$ cat config.mk
export PLATFORM = sky130hd
export DESIGN_NAME = xfer_count_ctrl
export DESIGN_NICKNAME = d
export VERILOG_FILES = /design/src/rtl/xcc_pkg.sv /design/src/rtl/xcc_buffer.sv /design/src/rtl/xcc_count_check.sv /design/src/rtl/xcc_seq.sv /design/src/rtl/xfer_count_ctrl.sv
export SDC_FILE = /design/constraint.sdc
export NUM_CORES = 1
export LEC_CHECK = 0
export CORE_UTILIZATION = 55
export CTS_CLUSTER_DIAMETER = 80
export CTS_CLUSTER_SIZE = 20
export DETAILED_ROUTE_END_ITERATION = 16
export PLACE_DENSITY = 0.72
export SLEW_MARGIN = 10
export SYNTH_ARGS = -nofsm -noshare
export SYNTH_HDL_FRONTEND = slang
export SYNTH_SLANG_ARGS = --single-unit
export TNS_END_PERCENT = 20
$ cat constraint.sdc
create_clock -name clk -period 3.48 [get_ports clk]
set_clock_uncertainty 0.2 [all_clocks]
set_input_delay 0.696 -clock clk [delete_from_list [all_inputs] [get_ports clk]]
set_output_delay 0.696 -clock clk [all_outputs]
set_load 0.005 [all_outputs]
$ cat src/rtl/xcc_pkg.sv
// Shared types for the buffered transfer count controller.
// Status codes are read by software, so their values are fixed.
package xcc_pkg;

    typedef enum logic [7:0] {
        ST_IDLE         = 8'hF8,
        ST_BAD_COUNT    = 8'hFC,
        ST_TX_ALL_ACKED = 8'h28,
        ST_TX_REFUSED   = 8'h30,
        ST_RX_FULL_ACK  = 8'h50,
        ST_RX_FULL_NACK = 8'h58,
        ST_RX_STOPPED   = 8'hA0
    } xfer_status_e;

    typedef enum logic {
        PH_IDLE = 1'b0,
        PH_RUN  = 1'b1
    } xfer_phase_e;

endpackage

$ cat src/rtl/xcc_buffer.sv
// Byte store for the transfer buffer.
// One synchronous write port and one combinational read port, so a byte
// can be read in the same cycle it is addressed.
// Assumes: wr_addr is below DEPTH whenever wr_en is high.
module xcc_buffer #(
    parameter int DEPTH = 68,
    parameter int DW    = 8,
    localparam int AW   = $clog2(DEPTH)
) (
    input  logic          clk,
    input  logic          rst_n,
    input  logic          wr_en,
    input  logic [AW-1:0] wr_addr,
    input  logic [DW-1:0] wr_data,
    input  logic [AW-1:0] rd_addr,
    output logic [DW-1:0] rd_data
);

    logic [DW-1:0] mem [DEPTH];

    // Store one byte per enabled cycle.
    always_ff @(posedge clk) begin
        if (wr_en) begin
            mem[wr_addr] <= wr_data;
        end
    end

    // Combinational read, zero for out-of-range addresses.
    always_comb begin
        if (32'(rd_addr) < DEPTH) begin
            rd_data = mem[rd_addr];
        end else begin
            rd_data = '0;
        end
    end

    // no write ever lands outside the buffer.
    assert_wr_in_range_R3: assert property (@(posedge clk) disable iff (!rst_n)
        wr_en |-> (32'(wr_addr) < DEPTH));

endmodule

$ cat src/rtl/xcc_count_check.sv
// Count validator: a byte count is usable when it is 1 to DEPTH.
// Pure combinational logic; it is evaluated against the stored count register.
module xcc_count_check #(
    parameter int DEPTH = 68,
    parameter int CW    = 7
) (
    input  logic [CW-1:0] count_field,
    output logic          count_ok
);

    // Range test of the programmed count.
    always_comb begin
        count_ok = (count_field != '0) && (32'(count_field) <= DEPTH);
    end

endmodule

$ cat src/rtl/xcc_seq.sv
// Transfer sequencer: holds the count register, the shared buffer pointer,
// the status code and the interrupt. It moves the pointer for host accesses
// in idle and for serial-side byte events during a transfer.
// Assumes: count_ok reflects cnt_q; eng_* inputs are single-cycle pulses.
module xcc_seq
    import xcc_pkg::*;
#(
    parameter int DEPTH = 68,
    parameter int CW    = 7,
    localparam int AW   = $clog2(DEPTH)
) (
    input  logic          clk,
    input  logic          rst_n,
    input  logic          host_cnt_we,
    input  logic [CW:0]   host_cnt_wdata,
    input  logic          host_dat_we,
    input  logic          host_dat_re,
    input  logic          start,
    input  logic          dir_rx,
    input  logic          count_ok,
    input  logic          eng_done,
    input  logic          eng_nack_in,
    input  logic          eng_stop,
    output logic [AW-1:0] ptr,
    output logic          buf_we,
    output logic          buf_from_engine,
    output logic [CW:0]   cnt_q,
    output logic [7:0]    status,
    output logic          irq,
    output logic          busy,
    output logic          eng_nack_out
);

    xfer_phase_e  phase_q;
    xfer_status_e status_q;
    logic         rx_q;

    logic         last_byte;
    logic         host_wr_ok;
    logic         fin;
    logic         adv;
    xfer_status_e fin_status;
    logic [CW-1:0] fin_count;

    assign busy   = (phase_q == PH_RUN);
    assign status = status_q;

    // Pointer sits on the final byte of the programmed count.
    always_comb begin
        last_byte = (32'(ptr) + 1 == 32'(cnt_q[CW-1:0]));
    end

    // Host data write is accepted only below the count and inside the buffer.
    always_comb begin
        host_wr_ok = !busy && !start && !host_cnt_we && host_dat_we &&
                     (32'(ptr) < 32'(cnt_q[CW-1:0])) && (32'(ptr) < DEPTH);
    end

    // Buffer write select: engine bytes while receiving, host bytes in idle.
    always_comb begin
        buf_from_engine = busy && rx_q && eng_done;
        buf_we          = buf_from_engine || host_wr_ok;
    end

    // Refuse the pending received byte when it is the last and the flag is set.
    always_comb begin
        eng_nack_out = busy && rx_q && cnt_q[CW] && last_byte;
    end

    // Decide whether this cycle ends the transfer, and with what result.
    always_comb begin
        fin        = 1'b0;
        adv        = 1'b0;
        fin_status = ST_IDLE;
        fin_count  = CW'(32'(ptr) + 1);
        if (busy) begin
            if (eng_done) begin
                if (rx_q) begin
                    if (last_byte) begin
                        fin        = 1'b1;
                        fin_status = cnt_q[CW] ? ST_RX_FULL_NACK : ST_RX_FULL_ACK;
                    end else begin
                        adv = 1'b1;
                    end
                end else if (eng_nack_in) begin
                    fin        = 1'b1;
                    fin_status = ST_TX_REFUSED;
                end else if (last_byte) begin
                    fin        = 1'b1;
                    fin_status = ST_TX_ALL_ACKED;
                end else begin
                    adv = 1'b1;
                end
            end else if (rx_q && eng_stop) begin
                fin        = 1'b1;
                fin_status = ST_RX_STOPPED;
                fin_count  = CW'(ptr);
            end
        end
    end

    // Phase, pointer, count, status and interrupt registers.
    always_ff @(posedge clk) begin
        if (!rst_n) begin
            phase_q  <= PH_IDLE;
            ptr      <= '0;
            cnt_q    <= '0;
            status_q <= ST_IDLE;
            irq      <= 1'b0;
            rx_q     <= 1'b0;
        end else if (busy) begin
            if (fin) begin
                phase_q          <= PH_IDLE;
                ptr              <= '0;
                cnt_q[CW-1:0]    <= fin_count;
                status_q         <= fin_status;
                irq              <= 1'b1;
            end else if (adv) begin
                ptr <= ptr + 1'b1;
            end
        end else if (start) begin
            ptr <= '0;
            if (count_ok) begin
                phase_q  <= PH_RUN;
                irq      <= 1'b0;
                rx_q     <= dir_rx;
                status_q <= ST_IDLE;
            end else begin
                irq      <= 1'b1;
                status_q <= ST_BAD_COUNT;
            end
        end else if (host_cnt_we) begin
            cnt_q <= host_cnt_wdata;
            ptr   <= '0;
        end else if (host_wr_ok) begin
            ptr <= ptr + 1'b1;
        end else if (host_dat_re && (32'(ptr) < DEPTH - 1)) begin
            ptr <= ptr + 1'b1;
        end
    end

    // an unusable count is rejected with the dedicated status.
    assert_bad_count_R4: assert property (@(posedge clk) disable iff (!rst_n)
        (!busy && start && !count_ok) |=> (irq && !busy && status == 8'hFC));

    // a usable count starts a transfer from the first byte.
    assert_start_R5: assert property (@(posedge clk) disable iff (!rst_n)
        (!busy && start && count_ok) |=> (busy && !irq && ptr == '0));

    // the pointer never walks past the programmed count while running.
    assert_run_ptr_R6: assert property (@(posedge clk) disable iff (!rst_n)
        busy |-> (32'(ptr) < 32'(cnt_q[CW-1:0])));

    // a refused transmit byte ends the transfer at once.
    assert_tx_refused_R8: assert property (@(posedge clk) disable iff (!rst_n)
        (busy && !rx_q && eng_done && eng_nack_in) |=> (!busy && status == 8'h30));

    // a byte refused by this block is always the one that ends the receive.
    assert_nack_last_R9: assert property (@(posedge clk) disable iff (!rst_n)
        (busy && eng_done && eng_nack_out) |=> (!busy && irq));

    // every end of transfer rewinds the pointer and raises the interrupt.
    assert_rewind_R12: assert property (@(posedge clk) disable iff (!rst_n)
        $fell(busy) |-> (ptr == '0 && irq));

endmodule

$ cat src/rtl/xfer_count_ctrl.sv
// Buffered transfer count controller, top level.
// Joins the byte store, the count validator and the sequencer. The byte the
// host reads and the byte the serial engine sends both come from the buffer
// entry at the shared pointer.
// Assumes: a single clock domain with the serial engine.
module xfer_count_ctrl #(
    parameter int DEPTH = 68,
    parameter int DW    = 8,
    parameter int CW    = 7,
    localparam int AW   = $clog2(DEPTH)
) (
    input  logic          clk,
    input  logic          rst_n,
    input  logic          host_cnt_we,
    input  logic [CW:0]   host_cnt_wdata,
    output logic [CW:0]   host_cnt_rdata,
    input  logic          host_dat_we,
    input  logic [DW-1:0] host_dat_wdata,
    input  logic          host_dat_re,
    output logic [DW-1:0] host_dat_rdata,
    input  logic          start,
    input  logic          dir_rx,
    output logic [DW-1:0] eng_tx_byte,
    input  logic          eng_done,
    input  logic          eng_nack_in,
    input  logic [DW-1:0] eng_rx_byte,
    input  logic          eng_stop,
    output logic          eng_nack_out,
    output logic          busy,
    output logic          irq,
    output logic [7:0]    status
);

    logic [AW-1:0] ptr;
    logic          buf_we;
    logic          buf_from_engine;
    logic [DW-1:0] buf_wdata;
    logic [DW-1:0] buf_rdata;
    logic [CW:0]   cnt_q;
    logic          count_ok;

    // Byte source for the buffer write port.
    always_comb begin
        buf_wdata = buf_from_engine ? eng_rx_byte : host_dat_wdata;
    end

    assign host_cnt_rdata = cnt_q;
    assign host_dat_rdata = buf_rdata;
    assign eng_tx_byte    = buf_rdata;

    xcc_buffer #(.DEPTH(DEPTH), .DW(DW)) u_buffer (
        .clk     (clk),
        .rst_n   (rst_n),
        .wr_en   (buf_we),
        .wr_addr (ptr),
        .wr_data (buf_wdata),
        .rd_addr (ptr),
        .rd_data (buf_rdata)
    );

    xcc_count_check #(.DEPTH(DEPTH), .CW(CW)) u_check (
        .count_field (cnt_q[CW-1:0]),
        .count_ok    (count_ok)
    );

    xcc_seq #(.DEPTH(DEPTH), .CW(CW)) u_seq (
        .clk             (clk),
        .rst_n           (rst_n),
        .host_cnt_we     (host_cnt_we),
        .host_cnt_wdata  (host_cnt_wdata),
        .host_dat_we     (host_dat_we),
        .host_dat_re     (host_dat_re),
        .start           (start),
        .dir_rx          (dir_rx),
        .count_ok        (count_ok),
        .eng_done        (eng_done),
        .eng_nack_in     (eng_nack_in),
        .eng_stop        (eng_stop),
        .ptr             (ptr),
        .buf_we          (buf_we),
        .buf_from_engine (buf_from_engine),
        .cnt_q           (cnt_q),
        .status          (status),
        .irq             (irq),
        .busy            (busy),
        .eng_nack_out    (eng_nack_out)
    );

endmodule

==> results.txt <==
- For the worst flop-to-flop path, the logic depth is 8.
- Setup repair after global routing could not meet its margin everywhere.
* Average detailed-routed wire length per instance: 26.8 um
- Subtracting the final worst setup slack from the clock period gives 3.89 ns.
- The clock net in this run drives a total of 575 sinks.
* Slowest library cell on the worst path: dfxtp_4
* Port Buf Inserts: 66
* Critical path cell sequence: buf_6, buf_6, buf_8, buf_6, mux4_2, o22ai_4, nor4_4, a21oi_2, a211oi_4, buf_2
- Number of rows in the core area: 74
- For this configuration, the core starts out at a cell density of 56.0%.
* Total power after layout: 13.3 mW
- The number of clock buffers added by TritonCTS is 34.
- In the global route stage, met1 resource usage came out at 36.4%.
* Class of the worst hold path: reg2reg
- Sequential fraction of the synthesis area: 73.9%
- The startpoint identified for the worst register-to-register timing path is u_seq.ptr[2].
* Wire length after detailed routing: 54000 um
* Die width: 206 um
- Basic-gate share of the synthesized area counting and, or, nand and nor cells: 4.85%
* Ys flop type: edfxtp_1
- The worst path uses 112% of the clock period.
- The worst register-to-register path ends at u_buffer.mem[11][1].
- Vias after detailed routing: 12700
* Distinct cell type count after synthesis: 66
- The flow ran to the end, but the final reports show violations.
* Number of enable flip-flop cells after synthesis: 544
- After Yosys synthesis, full adders, half adders and majority gates account for 0.436% of the synthesized area.
* Critical Path Start Type: flip-flop
- After clock tree synthesis, the clock-pin slew on the worst setup and hold paths is 0.08 ns.
- First-pass GRT wire length: 80700 um
* Pre-CTS worst setup slack: -0.399 ns
* Sum Neg Setup Slack: -4.99 ns
- Combined buffer and inverter count along the critical path: 5
- Fin area: 27600 um2
* Area of the core region: 41000 um2
- Post-place instance area: 25600 um2
- In this run the static leakage power is 8.83 nW.
- In the final layout, the share of cells above drive strength 1 is 35.8%.
* Max-cap violations: 0
- The synthesized netlist devotes 4.45% of its cell area to compound gates.
- Data on the critical path is required at its endpoint by 2.58 ns.
- Counting flops with an async set or reset pin after synthesis yields a share of 0%.
* Worst Hold Slack: 0.335 ns
- Global routing consumed, over all layers together, 26.3% of the routing resources.
- In this run the mean area of a mapped cell was 19.1 um2.
* Count of placed standard cells in the final layout, fillers left out: 2013
* Diodes inserted: 0
- Area of the multi-input gates: 6280 um2
- Buffer type at the clock tree root: clkbuf_16
* Launch point of the worst hold path: u_seq.status[5]
* Most common cell on crit path: buf_6
* Multiplexer share of the synthesized area: 14.2%
- Nets: 1503
* Violations in the final reports: negative setup slack
- Combined flip-flop and latch cell area: 17000 um2
- The number of antenna violations at the first check in global routing came to 1.
- Min setup slack post-route: -0.407 ns
* Area delta synth->final: 20.2%
- Dominant combinational cell family by area after synthesis: multiplexers
- Entering global routing, the biggest net connects 69 pins.
- The cell count after synthesis came out at 1204.
* WHS Endpoint: u_seq.status[5]
- Busiest grt layer: met2
* Largest delay share family, worst path: buffers and inverters
- The mapped netlist covers 23000 um2.
- Max-slew violation count: 0
* Clock Latency Late Sink: 0.54 ns
- Iteration count of the initial detailed-routing pass: 5
- DP Wirelength: 33300 um
- For this run the aggregate overflow at the end of global routing stands at 0.
- Routability-driven placement finished with a final weighted congestion of 0.850.
- Number of H-tree levels: 2
* Hold Path Cell Cnt: 2
- For this run, design rule violations remaining after detail routing come to 0.
- The worst setup path is captured at a primary output.
* Flop2flop setup slack: 0.12 ns
- On the worst path, the slowest cell contributes a delay of 0.42 ns.
- Post-Synth XOR/XNOR Area: 0.382%
- Via-to-Cell Ratio: 6.29
- Transition at the pin with the smallest max-transition slack: 0.822 ns
- Clock tree from TritonCTS: yes
- In this run the remaining antenna-violating nets after routing total 0.
* Dpl cells: 1936
- Yosys Warn Count: 0
- Max transition margin: 45.1%
- Power spread over the standard cell area amounts to 483 nW/um2.
* # IOs: 69
- Via count of the first global-routing pass: 12800
* Global routing usage on met3: 3.55%
- Post-route core utilization: 67.3%
- Setup violations remaining at the end of the flow were counted as 17.
* Path type of the worst setup path: reg2out
- Peak clock frequency supported by timing: 257 MHz
- Final hold vios: 0
* Floorplan die area: 42500 um2
- Max Buffers Root-to-Sink: 3
- The die is 206 um tall.
* Maximum resistive drop on vdd: 330 uV
* Maximum fanout along the worst path: 7
* Met2 track utilization from global routing: 44.2%
* Flip-flop and latch count after synthesis: 575
* CP Data Arrival Time: 2.99 ns
* Iteration-0 DRC Markers: 1261
* Fillcell total: 2598
-- cell families after synthesis --
group                      after synthesis
other                                    1
DFF                                    575
adders and majority gates                8
buffers and inverters                   88
and+or+nand+nor                        221
xor gates and xnor gates                10
AOI/OAI and AO/OA                      147
muxes                                  154
-- tightest hold or removal path, cell delays in order, from the launching register on --
cell	delay [ns]
dfxtp_1	0.36
o32ai_1	0.10
nand2_1	0.06
-- cell type report --
cell class / instances / share of cell area, %
clock inverter: 1 / 0.0272
sequential: 575 / 61.5
clock buffer: 55 / 3.60
tap: 532 / 2.41
timing repair buffer: 294 / 9.51
multi-input combinational: 542 / 22.8
inverter: 14 / 0.190
-- routing by layer --
| metal | up-vias | wire (um) | share of wire, % |
|---|---|---|---|
| met5 | - | 0 | 0 |
| met4 | 0 | 1540 | 2.9 |
| met3 | 97 | 3370 | 6.2 |
| met2 | 508 | 27400 | 51 |
| met1 | 6625 | 21700 | 40 |
| li1 | 5427 | - | - |
-- repair_timing --
action,4_1_cts,5_1_grt
cloned,4,0
endpoints found under the setup margin,17,17
hold buffers,0,0
resized for setup,191,19
endpoints found under the hold margin,0,0
pin swaps,35,13
setup buffers,24,2
-- worst max path at each step --
stage,end,slack (ns),cells past startpoint
floorplan,host_dat_rdata[6],0.50,9
global placement,eng_tx_byte[2],-0.42,9
detailed placement,host_dat_rdata[4],-0.40,9
CTS,host_dat_rdata[4],-0.35,10
global route,eng_tx_byte[0],-0.42,10
finish,eng_tx_byte[0],-0.41,10
-- power breakdown --
group          leakage (nW)  internal [mW]  total (mW)  switching (mW)
clock network         0.477           1.97        4.08            2.11
registers              5.14           7.60        7.65          0.0415
logic                  3.21          0.812        1.59           0.777
-- Yosys cell counts (all sizes together) (6+ instances only) --
library cell	instances	share of area, %
a211oi	11	0.36
a21oi	24	0.52
a22o	6	0.23
buf	41	1.0
clkbuf	33	0.55
dfxtp	31	2.7
edfxtp	544	71
ha	8	0.44
inv	14	0.23
mux2	9	0.44
mux2i	9	0.39
mux4	136	13
nand2	25	0.44
nand3	16	0.43
nand3b	8	0.32
nor2	116	1.9
nor2b	7	0.19
nor3	6	0.18
nor4	17	0.46
o21ai	18	0.49
o221ai	9	0.34
o22a	9	0.35
o22ai	49	1.4
xnor2	8	0.31
-- placed cells by master (no fill, tap or decap), drive strengths merged, types with 11 or more instances in the layout --
cell type,count
nor2,116
nor4,17
a211oi,11
nand2,25
a21oi,24
clkdlybuf4s50,50
o22ai,49
clkbuf,55
nand3,16
inv,14
buf,241
dfxtp,31
edfxtp,544
mux4,136
o21ai,18
-- sequential cells by signal, summed over array words and instances (netlist names), named ones only --
register	count
u_seq.busy	1
u_seq.irq	1
u_seq.rx_q	1
u_seq.status	6
u_seq.cnt_q	8
u_seq.ptr	7
u_buffer.mem	544
Note: power is estimated with default switching activity, not from simulation.
